`config.mk`:
```
export PLATFORM = sky130hd
export DESIGN_NAME = pic_cmd_frontend
export DESIGN_NICKNAME = d
export VERILOG_FILES = /design/src/rtl/pic_fe_pkg.sv /design/src/rtl/pic_cmd_decode.sv /design/src/rtl/pic_init_seq.sv /design/src/rtl/pic_read_port.sv /design/src/rtl/pic_cmd_frontend.sv
export SDC_FILE = /design/constraint.sdc
export NUM_CORES = 1
export LEC_CHECK = 0
export BUFFER_PORTS_ARGS = -buffer_cell sky130_fd_sc_hd__buf_2
export CAP_MARGIN = 30
export CORE_ASPECT_RATIO = 0.7
export CORE_MARGIN = 3
export CORE_UTILIZATION = 45
export CTS_BUF_LIST = sky130_fd_sc_hd__clkbuf_16
export CTS_CLUSTER_SIZE = 40
export DETAILED_ROUTE_END_ITERATION = 8
export PLACE_DENSITY = 0.75
export SLEW_MARGIN = 15
export SYNTH_ARGS = -nofsm -noshare
export SYNTH_HDL_FRONTEND = slang
export SYNTH_SLANG_ARGS = --single-unit
```
`constraint.sdc`:
```
create_clock -name clk -period 1.25 [get_ports clk]
set_input_delay 0.0625 -clock clk [delete_from_list [all_inputs] [get_ports clk]]
set_output_delay 0.0625 -clock clk [all_outputs]
set_load 0.03 [all_outputs]
```
`src/rtl/pic_fe_pkg.sv`:
```
package pic_fe_pkg;

    localparam int BYTE_W = 8;
    localparam int LVL_W  = 3;
    localparam int BASE_W = BYTE_W - LVL_W;

    typedef enum logic [2:0] {
        INIT_NONE,
        INIT_IDLE,
        INIT_W2,
        INIT_W3,
        INIT_W4
    } init_st_e;

    typedef enum logic [1:0] {
        CMD_ICW1,
        CMD_OCW3,
        CMD_OCW2
    } cmd_kind_e;

    typedef struct packed {
        logic nested;
        logic auto_eoi;
    } mode_bits_t;

    localparam logic [2:0] OP_ROT_AEOI_SET = 3'b100;
    localparam logic [2:0] OP_ROT_AEOI_CLR = 3'b000;
    localparam logic [BYTE_W-1:0] POLL_NONE = 8'h07;

    function automatic cmd_kind_e classify(input logic [BYTE_W-1:0] b);
        if (b[4])      return CMD_ICW1;
        else if (b[3]) return CMD_OCW3;
        else           return CMD_OCW2;
    endfunction

    function automatic logic [BYTE_W-1:0] poll_byte(input logic pend,
                                                   input logic [LVL_W-1:0] lvl);
        if (pend) return {1'b1, {(BYTE_W-LVL_W-1){1'b0}}, lvl};
        else      return POLL_NONE;
    endfunction

endpackage

```
`src/rtl/pic_cmd_decode.sv`:
```
module pic_cmd_decode
    import pic_fe_pkg::*;
(
    input  logic              clk,
    input  logic              rst,
    input  logic              cmd_wr,
    input  logic [BYTE_W-1:0] wbyte,
    output logic              icw1_hit,
    output logic              poll_set,
    output logic              init_stb,
    output logic              ocw2_stb,
    output logic [2:0]        ocw2_op,
    output logic [LVL_W-1:0]  ocw2_lvl,
    output logic              rot_aeoi,
    output logic              spec_mask,
    output logic              read_isr
);

    cmd_kind_e kind;
    logic      ocw3_hit;
    logic      ocw2_hit;

    always_comb begin
        kind     = classify(wbyte);
        icw1_hit = cmd_wr && (kind == CMD_ICW1);
        ocw3_hit = cmd_wr && (kind == CMD_OCW3);
        ocw2_hit = cmd_wr && (kind == CMD_OCW2);
        poll_set = ocw3_hit && wbyte[2];
    end

    always_ff @(posedge clk) begin
        if (rst) begin
            init_stb  <= 1'b0;
            ocw2_stb  <= 1'b0;
            ocw2_op   <= '0;
            ocw2_lvl  <= '0;
            rot_aeoi  <= 1'b0;
            spec_mask <= 1'b0;
            read_isr  <= 1'b0;
        end else begin
            init_stb <= icw1_hit;
            ocw2_stb <= ocw2_hit;
            if (icw1_hit) begin
                spec_mask <= 1'b0;
                read_isr  <= 1'b0;
            end
            if (ocw3_hit) begin
                if (wbyte[1]) read_isr  <= wbyte[0];
                if (wbyte[6]) spec_mask <= wbyte[5];
            end
            if (ocw2_hit) begin
                ocw2_op  <= wbyte[7:5];
                ocw2_lvl <= wbyte[LVL_W-1:0];
                if (wbyte[7:5] == OP_ROT_AEOI_SET) rot_aeoi <= 1'b1;
                if (wbyte[7:5] == OP_ROT_AEOI_CLR) rot_aeoi <= 1'b0;
            end
        end
    end

    assert_strobe_fields_R1: assert property (@(posedge clk) disable iff (rst)
        ocw2_stb |-> (ocw2_op == $past(wbyte[7:5]) && ocw2_lvl == $past(wbyte[2:0])));

    assert_one_kind_R1: assert property (@(posedge clk) disable iff (rst)
        $onehot0({init_stb, ocw2_stb}));

    assert_init_clears_flags_R2: assert property (@(posedge clk) disable iff (rst)
        init_stb |-> (!spec_mask && !read_isr));

    assert_rot_kept_R12: assert property (@(posedge clk) disable iff (rst)
        (ocw2_stb && ocw2_op != OP_ROT_AEOI_SET && ocw2_op != OP_ROT_AEOI_CLR)
        |-> $stable(rot_aeoi));

endmodule

```
`src/rtl/pic_init_seq.sv`:
```
module pic_init_seq
    import pic_fe_pkg::*;
(
    input  logic              clk,
    input  logic              rst,
    input  logic              icw1_hit,
    input  logic              data_wr,
    input  logic [BYTE_W-1:0] wbyte,
    output init_st_e          state,
    output logic [BYTE_W-1:0] imr,
    output logic [BASE_W-1:0] vec_base,
    output mode_bits_t        modes
);

    logic need_w4;

    always_ff @(posedge clk) begin
        if (rst) begin
            state    <= INIT_NONE;
            imr      <= '0;
            vec_base <= '0;
            modes    <= '0;
            need_w4  <= 1'b0;
        end else if (icw1_hit) begin
            need_w4 <= wbyte[0];
            state   <= INIT_W2;
            imr     <= '0;
            if (!wbyte[0]) modes <= '0;
        end else if (data_wr) begin
            case (state)
                INIT_NONE, INIT_IDLE: imr <= wbyte;
                INIT_W2: begin
                    vec_base <= wbyte[BYTE_W-1:LVL_W];
                    state    <= INIT_W3;
                end
                INIT_W3: state <= need_w4 ? INIT_W4 : INIT_IDLE;
                INIT_W4: begin
                    modes.nested   <= wbyte[4];
                    modes.auto_eoi <= wbyte[1];
                    state          <= INIT_IDLE;
                end
                default: state <= INIT_IDLE;
            endcase
        end
    end

    assert_icw1_entry_R2: assert property (@(posedge clk) disable iff (rst)
        icw1_hit |=> (state == INIT_W2 && imr == '0));

    assert_base_store_R3: assert property (@(posedge clk) disable iff (rst)
        (data_wr && !icw1_hit && state == INIT_W2)
        |=> (vec_base == $past(wbyte[7:3]) && state == INIT_W3));

    assert_word3_discard_R4: assert property (@(posedge clk) disable iff (rst)
        (data_wr && !icw1_hit && state == INIT_W3)
        |=> ((state == INIT_W4 || state == INIT_IDLE) && $stable(imr) && $stable(vec_base)));

    assert_mode_word_R5: assert property (@(posedge clk) disable iff (rst)
        (data_wr && !icw1_hit && state == INIT_W4)
        |=> (state == INIT_IDLE && modes.nested == $past(wbyte[4])
             && modes.auto_eoi == $past(wbyte[1])));

    assert_mask_load_R6: assert property (@(posedge clk) disable iff (rst)
        (data_wr && !icw1_hit && (state == INIT_IDLE || state == INIT_NONE))
        |=> imr == $past(wbyte));

endmodule

```
`src/rtl/pic_read_port.sv`:
```
module pic_read_port
    import pic_fe_pkg::*;
(
    input  logic              clk,
    input  logic              rst,
    input  logic              poll_set,
    input  logic              rd_cmd,
    input  logic              rd_dat,
    input  logic              rd_trig,
    input  logic              read_isr,
    input  logic [BYTE_W-1:0] irr,
    input  logic [BYTE_W-1:0] isr,
    input  logic [BYTE_W-1:0] imr,
    input  logic [BYTE_W-1:0] trig,
    input  logic              pend,
    input  logic [LVL_W-1:0]  pend_lvl,
    output logic [BYTE_W-1:0] rdata,
    output logic              poll_ack
);

    logic poll_armed;
    logic poll_read;

    assign poll_read = poll_armed && (rd_cmd || rd_dat);

    always_ff @(posedge clk) begin
        if (rst) begin
            poll_armed <= 1'b0;
            poll_ack   <= 1'b0;
            rdata      <= '0;
        end else begin
            poll_ack <= poll_read;
            rdata    <= '0;
            if (poll_read) begin
                rdata      <= poll_byte(pend, pend_lvl);
                poll_armed <= 1'b0;
            end else if (rd_cmd) begin
                rdata <= read_isr ? isr : irr;
            end else if (rd_dat) begin
                rdata <= imr;
            end else if (rd_trig) begin
                rdata <= trig;
            end
            if (poll_set) poll_armed <= 1'b1;
        end
    end

    assert_quiet_bus_R11: assert property (@(posedge clk) disable iff (rst)
        !(rd_cmd || rd_dat || rd_trig) |=> rdata == '0);

    assert_poll_value_R9: assert property (@(posedge clk) disable iff (rst)
        poll_ack |-> rdata == poll_byte($past(pend), $past(pend_lvl)));

    assert_poll_oneshot_R9: assert property (@(posedge clk) disable iff (rst)
        (poll_ack && !$past(poll_set)) |-> !poll_armed);

endmodule

```
`src/rtl/pic_cmd_frontend.sv`:
```
module pic_cmd_frontend
    import pic_fe_pkg::*;
#(
    parameter logic [1:0] ADDR_CMD  = 2'd0,
    parameter logic [1:0] ADDR_DATA = 2'd1,
    parameter logic [1:0] ADDR_TRIG = 2'd2
) (
    input  logic        clk,
    input  logic        rst,
    input  logic        bus_wr,
    input  logic        bus_rd,
    input  logic [1:0]  bus_addr,
    input  logic [7:0]  bus_wdata,
    output logic [7:0]  bus_rdata,
    input  logic [7:0]  core_irr,
    input  logic [7:0]  core_isr,
    input  logic        core_pend,
    input  logic [2:0]  core_pend_lvl,
    output logic [7:0]  mask_o,
    output logic [4:0]  vec_base_o,
    output logic [7:0]  trig_mode_o,
    output logic        nested_o,
    output logic        auto_eoi_o,
    output logic        rot_aeoi_o,
    output logic        spec_mask_o,
    output logic        init_stb_o,
    output logic        ocw2_stb_o,
    output logic [2:0]  ocw2_op_o,
    output logic [2:0]  ocw2_lvl_o,
    output logic        poll_ack_o
);

    logic       wr_cmd, wr_dat, wr_trig;
    logic       rd_cmd, rd_dat, rd_trig;
    logic       icw1_hit, poll_set, read_isr;
    init_st_e   init_state;
    mode_bits_t modes;
    logic [7:0] trig_q;

    always_comb begin
        wr_cmd  = bus_wr && (bus_addr == ADDR_CMD);
        wr_dat  = bus_wr && (bus_addr == ADDR_DATA);
        wr_trig = bus_wr && (bus_addr == ADDR_TRIG);
        rd_cmd  = bus_rd && (bus_addr == ADDR_CMD);
        rd_dat  = bus_rd && (bus_addr == ADDR_DATA);
        rd_trig = bus_rd && (bus_addr == ADDR_TRIG);
    end

    always_ff @(posedge clk) begin
        if (rst)          trig_q <= '0;
        else if (wr_trig) trig_q <= bus_wdata;
    end

    pic_cmd_decode u_dec (
        .clk       (clk),
        .rst       (rst),
        .cmd_wr    (wr_cmd),
        .wbyte     (bus_wdata),
        .icw1_hit  (icw1_hit),
        .poll_set  (poll_set),
        .init_stb  (init_stb_o),
        .ocw2_stb  (ocw2_stb_o),
        .ocw2_op   (ocw2_op_o),
        .ocw2_lvl  (ocw2_lvl_o),
        .rot_aeoi  (rot_aeoi_o),
        .spec_mask (spec_mask_o),
        .read_isr  (read_isr)
    );

    pic_init_seq u_init (
        .clk      (clk),
        .rst      (rst),
        .icw1_hit (icw1_hit),
        .data_wr  (wr_dat),
        .wbyte    (bus_wdata),
        .state    (init_state),
        .imr      (mask_o),
        .vec_base (vec_base_o),
        .modes    (modes)
    );

    pic_read_port u_rd (
        .clk      (clk),
        .rst      (rst),
        .poll_set (poll_set),
        .rd_cmd   (rd_cmd),
        .rd_dat   (rd_dat),
        .rd_trig  (rd_trig),
        .read_isr (read_isr),
        .irr      (core_irr),
        .isr      (core_isr),
        .imr      (mask_o),
        .trig     (trig_q),
        .pend     (core_pend),
        .pend_lvl (core_pend_lvl),
        .rdata    (bus_rdata),
        .poll_ack (poll_ack_o)
    );

    assign trig_mode_o = trig_q;
    assign nested_o    = modes.nested;
    assign auto_eoi_o  = modes.auto_eoi;

    assert_trig_load_R10: assert property (@(posedge clk) disable iff (rst)
        wr_trig |=> trig_mode_o == $past(bus_wdata));

    assert_unused_addr_R11: assert property (@(posedge clk) disable iff (rst)
        (bus_wr && bus_addr == 2'd3) |=> ($stable(trig_mode_o) && $stable(mask_o)
                                          && !init_stb_o && !ocw2_stb_o));

    assert_uninit_state_R13: assert property (@(posedge clk)
        $past(rst) |-> (init_state == INIT_NONE && bus_rdata == '0 && mask_o == '0));

endmodule

```
Word-level counts from Yosys, hierarchy flattened

Cells that the tools add are included.

Register bits: 48
Input port bits: 34
Output and inout port bits: 42
Logic and storage cells: 85

Equal/unequal tests: 11
Multiplexer cells: 26
Bitwise gates (word level): 2
Reduce and logical (&&, ||, !) cells: 28

Operators with widths:

| operator                                             | number |
|---|---|
| 2-to-1 mux 8 bit                                     | 6 |
| 2-to-1 mux 2 bit                                     | 8 |
| logical AND 1 bit                                    | 11 |
| 2-to-1 mux 1 bit                                     | 10 |
| case mux 3 bit (3 select lines)                      | 1 |
| AND reduction 2 bit                                  | 4 |
| nonzero test 2 bit                                   | 4 |
| equality test 3 x 2 -> 1 bit (second input constant) | 2 |
| equality test 3 bit (second input constant)          | 2 |
| zero test 3 bit                                      | 2 |
| AND reduction 3 bit                                  | 2 |
| equality test 2 x 1 -> 1 bit (second input constant) | 2 |
| equality test 2 bit (second input constant)          | 2 |
| zero test 2 bit                                      | 2 |
| != test 2 bit (second input constant)                | 2 |
| OR reduction 2 bit                                   | 2 |
| equality test 3 x 1 -> 1 bit (second input constant) | 1 |
| 2-to-1 mux 3 bit                                     | 1 |
| inverter 1 bit                                       | 2 |
| logical OR 1 bit                                     | 1 |

Depth between registers and ports, before layout

Gate-level depths: netlist (run 1).

Depth after elaboration: 7
Gate-level depth with buffers: 5

Cells and area by module

Synthesis (run 1) repeated with hierarchy kept, for this count alone.

Cell total of the unflattened synthesis: 225
Area, all modules: 2225.9 um^2

Modules (own cells, without submodules):

| module           | times used | cells an instance | area an instance (um^2) |
|---|---|---|---|
| pic_init_seq     | 1          | 80                | 799.5 |
| pic_read_port    | 1          | 59                | 574.3 |
| pic_cmd_decode   | 1          | 45                | 445.4 |
| pic_cmd_frontend | 1          | 41                | 406.6 |

Worst setup path after synthesis (run 1)

OpenSTA, ideal clock, no wires.

Path kind: register to register
From: reg u_dec.read_isr
To: reg u_rd.rdata[0]
Library setup time: 0.131 ns
Arrival time: 1.111 ns
Required time: 1.119 ns
Path slack: 0.008 ns
Stages on the path, launching flop included: 5
Buffers on the path: 1
Clock period less this slack: 1.242 ns
Cells stage by stage: dfxtp_1 buf_2 mux2_2 o211ai_1 a211oi_1

Cells in the longest elaborated chain, start to end: 3

Ends and longest elaborated chain:

| element                  | line                 | source |
|---|---|---|
| start: declaration       | pic_cmd_decode.sv:16 | `output logic read_isr` |
| start signal: assignment | pic_cmd_decode.sv:48 | `if (wbyte[1]) read_isr <= wbyte[0];` |
| 2-to-1 mux 8 bit         | pic_read_port.sv:38  | `rdata <= read_isr ? isr : irr;` |
| 2-to-1 mux 8 bit         | pic_read_port.sv:37  | `end else if (rd_cmd) begin` |
| 2-to-1 mux 8 bit         | pic_read_port.sv:34  | `if (poll_read) begin` |
| end signal: assignment   | pic_read_port.sv:35  | `rdata <= poll_byte(pend, pend_lvl);` |
| end signal: assignment   | pic_read_port.sv:38  |  |
| end signal: assignment   | pic_read_port.sv:40  | `rdata <= imr;` |
| end: declaration         | pic_read_port.sv:17  | `output logic [BYTE_W-1:0] rdata,` |

No other way between the ends.
A chain may end at the register's enable or synchronous reset.

Worst setup path in the final report (run 1)

From: reg u_init.state[0]
To: reg u_init.vec_base[3]

Cells in the longest elaborated chain, start to end: 2

Ends and longest elaborated chain:

| element                       | line               | source |
|---|---|---|
| start: declaration            | pic_init_seq.sv:9  | `output init_st_e state,` |
| start signal: assignment      | pic_init_seq.sv:36 | `INIT_W3: state <= need_w4 ? INIT_W4 : INIT_IDLE;` |
| equality test 3 x 2 -> 1 bit  | pic_init_seq.sv:30 | `case (state)` |
| AND reduction 3 bit (no line) | --                 |  |
| end signal: assignment        | pic_init_seq.sv:33 | `vec_base <= wbyte[BYTE_W-1:LVL_W];` |
| end: declaration              | pic_init_seq.sv:11 | `output logic [BASE_W-1:0] vec_base,` |

No other way between the ends.

==> results of run 1 <==
[cell families (layout without fill, tap and decap cells)]
kind of cell	after synthesis	after routing
mux	20	20
buf+inv	20	105
compound gates	57	57
simple gates	101	101
flops	48	48
[synthesized netlist by cell type (4+ instances only)]
cell type / instances / area (sq um)
sky130_fd_sc_hd__o21ai_0: 16 / 80.1
sky130_fd_sc_hd__mux2_2: 5 / 56.3
sky130_fd_sc_hd__mux2i_1: 13 / 130
sky130_fd_sc_hd__and3b_1: 4 / 35.0
sky130_fd_sc_hd__a21oi_1: 18 / 90.1
sky130_fd_sc_hd__buf_2: 4 / 20.0
sky130_fd_sc_hd__nand2b_1: 20 / 125
sky130_fd_sc_hd__nand2_1: 4 / 15.0
sky130_fd_sc_hd__nor2b_1: 18 / 113
sky130_fd_sc_hd__a211oi_1: 9 / 67.6
sky130_fd_sc_hd__clkbuf_1: 7 / 26.3
sky130_fd_sc_hd__a2111oi_1: 4 / 40.0
sky130_fd_sc_hd__o211ai_1: 4 / 30.0
sky130_fd_sc_hd__dfxtp_1: 48 / 961
sky130_fd_sc_hd__nor2_1: 14 / 52.6
sky130_fd_sc_hd__nand3_1: 17 / 85.1
[what timing repair did]
action	CTS	global route
resized for setup	0	8
buffers inserted	0	0
setup endpoints to repair	0	8
hold buffers	0	0
endpoints found under the hold margin	0	0
[state kept, by name (all words and copies together), names as in the netlist]
| signal | flops |
|---|---|
| trig_mode_o | 8 |
| u_dec.init_stb | 1 |
| u_dec.ocw2_lvl | 3 |
| u_dec.ocw2_op | 3 |
| u_dec.ocw2_stb | 1 |
| u_dec.read_isr | 1 |
| u_dec.rot_aeoi | 1 |
| u_dec.spec_mask | 1 |
| u_init.imr | 8 |
| u_init.modes | 2 |
| u_init.need_w4 | 1 |
| u_init.state | 3 |
| u_init.vec_base | 5 |
| u_rd.poll_ack | 1 |
| u_rd.poll_armed | 1 |
| u_rd.rdata | 8 |
[critical path, delay by kind of cell (launching register included)]
kind,cells,cell delay (ns)
AO/OA/AOI/OAI,1,0.17
buffers and inverters,1,0.20
AND/OR/NAND/NOR,2,0.39
flip-flops,1,0.33
[worst min-delay path by stage]
stage | slack (ns) | endpoint | startpoint | cells past startpoint
2_1_floorplan | 0.20 | u_init.need_w4 | bus_wdata[0] | 2
3_3_place_gp | 0.38 | u_rd.rdata[2] | core_pend_lvl[2] | 3
3_5_place_dp | 0.37 | u_rd.rdata[1] | core_pend_lvl[1] | 3
4_1_cts | 0.07 | u_rd.rdata[1] | core_pend_lvl[1] | 3
5_1_grt | 0.1 | u_rd.poll_armed | bus_wdata[2] | 3
6_report | 0.07 | u_rd.rdata[1] | core_pend_lvl[1] | 3
[per-layer routing]
metal  global-route usage [%]  up-vias  wire length [microns]
met4                     8.65        0                    107
met1                     31.4     1009                   2990
met3                     5.26       12                    460
met5                        0        -                      0
li1                         -     1053                      -
met2                     34.7       78                   2890
[stage by stage]
step | instance area, sq um | TNS [ns] | setup WS, ns
floorplan | 2270 | 0 | 0.00830
global placement | 2800 | 0 | 0.0249
detailed placement | 2800 | -0.00231 | -0.00231
CTS | 2930 | 0 | 0.0359
global route | 2960 | 0 | 0.00818
finish | 2960 | 0 | 0.0837
[area by class of cell]
class                      instances  share of cell area [%]
clock buffer                       5                    4.22
clock inverter                     3                   0.380
inverter                           1                   0.127
multi-input combinational        178                    41.6
sequential                        48                    32.5
tap                               66                    2.79
timing repair buffer              96                    18.4
[report_power, final]
group	switching (mW)	internal [mW]	total (mW)
clock	0.536	0.720	1.26
sequential	0.0208	1.56	1.58
combinational	0.254	0.177	0.431
[cell usage in the layout, fill, tap and decap left out, drive strengths merged]
master	n
a2111oi	4
a211o	1
a211oi	9
a21o	1
a21oi	18
a22oi	1
a31oi	1
and2b	1
and3b	4
and4bb	1
buf	96
clkbuf	5
clkinv	1
dfxtp	48
inv	3
mux2	7
mux2i	13
nand2	4
nand2b	21
nand3	17
nand3b	2
nand4	2
nand4b	1
nand4bb	2
nor2	14
nor2b	18
nor3	3
nor3b	3
nor4b	2
nor4bb	1
o211a	1
o211ai	4
o21ai	16
o32ai	1
or2	2
or2b	2
or3b	1
==> impl_metrics.csv, run 1 <==
group,metric,value,unit
clock_network,cts.sinks,48,
clock_network,tritoncts.num_buffers,5,
clock_network,clock_insertion_delay_worst_skew,0.29,ns
worst_setup_path,regToRegSetupSlack,0.08,ns
sta,maxSlewHeadroom,74.1,%
logic_synthesis,synth_enable_flop_cells,0,
floorplanning,pin_count,76,
sta,finalHoldViolations,0,
sta,finalWorstPathRequiredPeriod,1.17,ns
logic_synthesis,netlist_instances,246,
drt,drt_iter0_drc,119,
pwr,power.leakage,1.35,nW
logic_synthesis,synth-xor-area-share,0,%
place,number_of_port_buffers,75,
worst_setup_path,setup.worst_path.start_class,"flop",
worst_setup_path,worst_r2r_startpoint,"u_init.state[0]",
floorplanning,die-height,65.5,microns
clock_network,cts_tree,"yes",
logic_synthesis,ys.warnings.count,0,
layout,areaGrowthSynthToFinish,30.2,%
layout,final_cell_count_no_fill,397,
grt,grt_start_max_net_pins,30,
logic_synthesis,synth_top_family_by_area,"simple AND/OR/NAND/NOR gates",
logic_synthesis,ys_seq_elements,48,
sta,max_freq,0.857,GHz
logic_synthesis,synthSimpleGateAreaFrac,27.7,%
place,placed_cells,389,
floorplanning,core_area,4600,sq um
layout,drive_gt1_share,36.9,%
drt,drtPass1Iterations,4,
grt,first_pass_grt_wire_length,10.6,mm
drt,wire_length_per_cell_after_detailed_routing,16.2,microns
worst_setup_path,timing.critical_path.cells,"nor4bb_2, buf_4, nand3_1, a21oi_1",
floorplanning,initial_utilization,49.4,%
sta,final.period_utilization,93.3,%
layout,num-nets-final,364,
logic_synthesis,sequential_element_share_of_the_synthesized_area,42.2,%
grt,number_of_global_route_vias_before_repair,2100,
drt,wl,6.44,mm
worst_setup_path,critical_path_required,1.46,ns
place,hpwlAfterDp,4.73,mm
worst_setup_path,timing.setup.critical_path_class,"flop to flop",
place,global_placer_s_final_weighted_congestion,0.844,
logic_synthesis,mappedNetlistArea,2270,sq um
layout,insertedDiodeCount,0,
drt,detail-route-antenna-nets,0,
logic_synthesis,muxShareOfSynthArea,9.52,%
layout,multi_input_comb_area,1230,sq um
outcome,result_of_the_run,"completed",
sta,final.setup_skew,0.00554,ns
floorplanning,chipWidth,91.0,microns
sta,hold_ws,0.0652,ns
pwr,powerDensity,1100,nW/um^2
layout,post-route-util,64.3,%
worst_setup_path,cpMaxStageDelayCell,"sky130_fd_sc_hd__dfxtp_1",
worst_setup_path,setup.worst_path.end,"u_init.vec_base[3]",
grt,overall_track_demand_over_capacity_in_global_routing,22.8,%
logic_synthesis,synth_flop_cell,"sky130_fd_sc_hd__dfxtp_1",
logic_synthesis,synth_fa_ha_area_share,0,%
drt,vias,2152,
layout,final-seq-area,962,sq um
clock_network,post_cts_clock_slew_at_the_launch_and_capture_registers_of_the_worst_setup_and_hold_paths,0.06,ns
clock_network,cts-root-to-sink-buffers,2,
sta,final_report_setup_violation_count,0,
floorplanning,die_area,5960,sq um
job,count_of_max_cap_constraint_violations,0,
worst_setup_path,setup.worst_path.start,"u_init.state[0]",
layout,fillers,428,
worst_setup_path,cell_depth_of_the_worst_flop_to_flop_path,4,
grt,grt-ovfl-total,0,
drt,drc,0,
sta,grt_setup_unrepaired,"false",
floorplanning,placement_rows,20,
worst_setup_path,critical_path.max_stage_delay,0.33,ns
logic_synthesis,synth-compound-area-share,15.7,%
grt,antenna_found_initial,0,
worst_setup_path,r2r_end,"u_init.vec_base[3]",
hold_path,timing.hold.worst.class,"input pin to flop",
logic_synthesis,async_flop_share,0,%
pwr,design_power_total,3.27,mW
logic_synthesis,mapped_nets,280,
worst_setup_path,cp.arrival,1.38,ns
drt,routed_via_count_divided_by_cell_count,5.42,
clock_network,number_of_levels_in_the_clock_h_tree,2,
clock_network,cts_root_buffer,"sky130_fd_sc_hd__clkbuf_16",
pwr,ir_drop,643,uV
worst_setup_path,endpoint_kind,"flop",
logic_synthesis,synthesis.area_per_instance,9.25,sq um
sta,worst-slew-pin-transition,0.384,ns
logic_synthesis,synth_cell_types,44,
sta,slew_viol_final,0,
worst_setup_path,cp_max_fo,8,
Note: power is estimated with default switching activity, not from simulation.
==> run 2: changes to the inputs <==
PLACE_DENSITY = 0.73   (was 0.75)
clock period = 1.5 ns   (was 1.25 ns; I/O delays follow)
==> run 2 against run 1 <==
Against the previous run: combinational power is 23% lower; routed wire length is 3.5% lower; power is 18% lower; final area is 4.0% lower; flip-flop and latch count stayed put; register-to-register slack better by 0.15 ns; final cell count is 2.8% lower; largest cell class unchanged; sequential share of layout area is 1.3 points higher; fmax is 8.1% lower; highest routed layer unchanged; global-route usage is 1.5 points lower.
==> impl_metrics.csv, run 2 (synthesized netlist as in run 1, its figures left out) <==
group,metric,value,unit
outcome,result_of_the_run,"completed",
sta,maxSlewHeadroom,67.4,%
clock_network,postCtsHoldBufs,0,
sta,fin_tns_setup,0,ns
place,hpwlAfterDp,4.53,mm
clock_network,cts_resized,0,
clock_network,cts.sinks,48,
worst_setup_path,critical_path_required,1.67,ns
pwr,powerDensity,949,nW/um^2
layout,fillers,424,
floorplanning,placement_rows,20,
clock_network,post_cts_clock_slew_at_the_launch_and_capture_registers_of_the_worst_setup_and_hold_paths,0.06,ns
clock_network,number_of_levels_in_the_clock_h_tree,2,
floorplanning,core_area,4600,sq um
floorplanning,chipWidth,91.0,microns
pwr,ir_drop,435,uV
layout,layout_commonest_cell,"sky130_fd_sc_hd__buf_2",
clock_network,tritoncts.num_buffers,5,
floorplanning,pin_count,76,
grt,first_pass_grt_wire_length,10.0,mm
drt,drt_iter0_drc,151,
layout,areaGrowthSynthToFinish,25.0,%
drt,routed_via_count_divided_by_cell_count,5.44,
layout,insertedDiodeCount,0,
clock_network,cts-root-to-sink-buffers,2,
drt,drc,0,
worst_setup_path,setup.worst_path.start_class,"flop",
layout,final_cell_mix,"sky130_fd_sc_hd__buf_2, sky130_fd_sc_hd__dfxtp_1, sky130_fd_sc_hd__nand2b_1, sky130_fd_sc_hd__nor2b_1, sky130_fd_sc_hd__a21oi_1",
grt,number_of_global_route_vias_before_repair,2005,
layout,drive_gt1_share,32.8,%
sta,final.setup_skew,0.00574,ns
pwr,power.leakage,1.28,nW
sta,final.period_utilization,84.6,%
drt,wire_length_per_cell_after_detailed_routing,16.1,microns
drt,vias,2100,
sta,worst-slew-pin-transition,0.488,ns
sta,final_report_setup_violation_count,0,
worst_setup_path,cp.arrival,1.44,ns
sta,finalWorstPathRequiredPeriod,1.27,ns
worst_setup_path,regToRegSetupSlack,0.23,ns
drt,detail-route-antenna-nets,0,
drt,wl,6.21,mm
clock_network,cts_root_buffer,"sky130_fd_sc_hd__clkbuf_16",
clock_network,clock_insertion_delay_worst_skew,0.29,ns
worst_setup_path,endpoint_kind,"flop",
grt,grt_start_max_net_pins,30,
worst_setup_path,timing.setup.critical_path_class,"flop to flop",
place,global_placer_s_final_weighted_congestion,0.833,
grt,grt-ovfl-total,0,
layout,final_cell_count_no_fill,386,
floorplanning,die-height,65.5,microns
worst_setup_path,cp_max_fo,7,
floorplanning,initial_utilization,49.4,%
clock_network,cts_tree,"yes",
job,count_of_max_cap_constraint_violations,0,
drt,drtPass1Iterations,4,
sta,grt_setup_unrepaired,"false",
place,placed_cells,379,
sta,finalHoldViolations,0,
grt,antenna_found_initial,0,
layout,num-nets-final,354,
floorplanning,die_area,5960,sq um
place,number_of_port_buffers,75,
hold_path,timing.hold.worst.class,"input pin to flop",
grt,overall_track_demand_over_capacity_in_global_routing,21.3,%
clock_network,post_cts.repair.setup_buffers,0,
sta,max_freq,0.788,GHz
sta,slew_viol_final,0,
-- run 2: changes by cell type in the layout (fill, tap and decap cells not counted), sizes merged --
| cell | change |
|---|---|
| buf | -10 |
| inv | -2 |
| clkinv | +1 |
-- run 2: area by class of cell --
type,count,area [sq um],area share (%)
Timing Repair Buffer,86,458,16.1
Tap cell,66,82.6,2.90
Sequential cell,48,961,33.8
Clock buffer,5,125,4.40
Clock inverter,2,7.51,0.264
Inverter,1,3.75,0.132
Multi-Input combinational cell,178,1200,42.4
-- run 2: path summary, 6_finish.rpt --
kind                startpoint           endpoint  depth (start not counted)
max             u_dec.read_isr      u_rd.rdata[1]                          3
min reg2reg  u_dec.ocw2_lvl[2]  u_dec.ocw2_lvl[2]                          2
min           core_pend_lvl[1]      u_rd.rdata[1]                          3
max reg2reg     u_dec.read_isr      u_rd.rdata[1]                          3
-- run 2: metrics by stage --
step / utilization, % / hold WS, ns / instance area, sq um / power [mW] / setup WS, ns
2_1_floorplan: - / 0.211 / 2270 / 1.55 / 0.258
3_3_place_gp: 58.9 / 0.377 / 2710 / 1.67 / 0.168
3_5_place_dp: 58.9 / 0.375 / 2710 / 1.68 / 0.137
4_1_cts: 61.7 / 0.0730 / 2840 / 2.71 / 0.244
5_1_grt: 61.7 / 0.0794 / 2840 / 2.80 / 0.0877
6_report: 61.7 / 0.0732 / 2840 / 2.70 / 0.231
-- run 2: critical path, stage by stage, from the launching register on --
cell and delay, ns:
sky130_fd_sc_hd__dfxtp_1 0.49, sky130_fd_sc_hd__mux2_2 0.38, sky130_fd_sc_hd__o211ai_1 0.18, sky130_fd_sc_hd__a211oi_1 0.09
-- run 2: power by group --
| group | leakage (nW) | internal (mW) | switching, mW |
|---|---|---|---|
| logic | 0.826 | 0.130 | 0.203 |
| registers | 0.389 | 1.30 | 0.0174 |
| clock network | 0.0648 | 0.597 | 0.448 |
-- run 2: metal layers --
metal  GRT usage (%)  vias to the layer above  part of all wire, %
li1                -                     1025                    -
met1            31.0                      986                   50
met2            31.3                       81                   42
met3            5.03                        8                  7.0
met4            5.83                        0                  1.2
met5               0                        -                    0
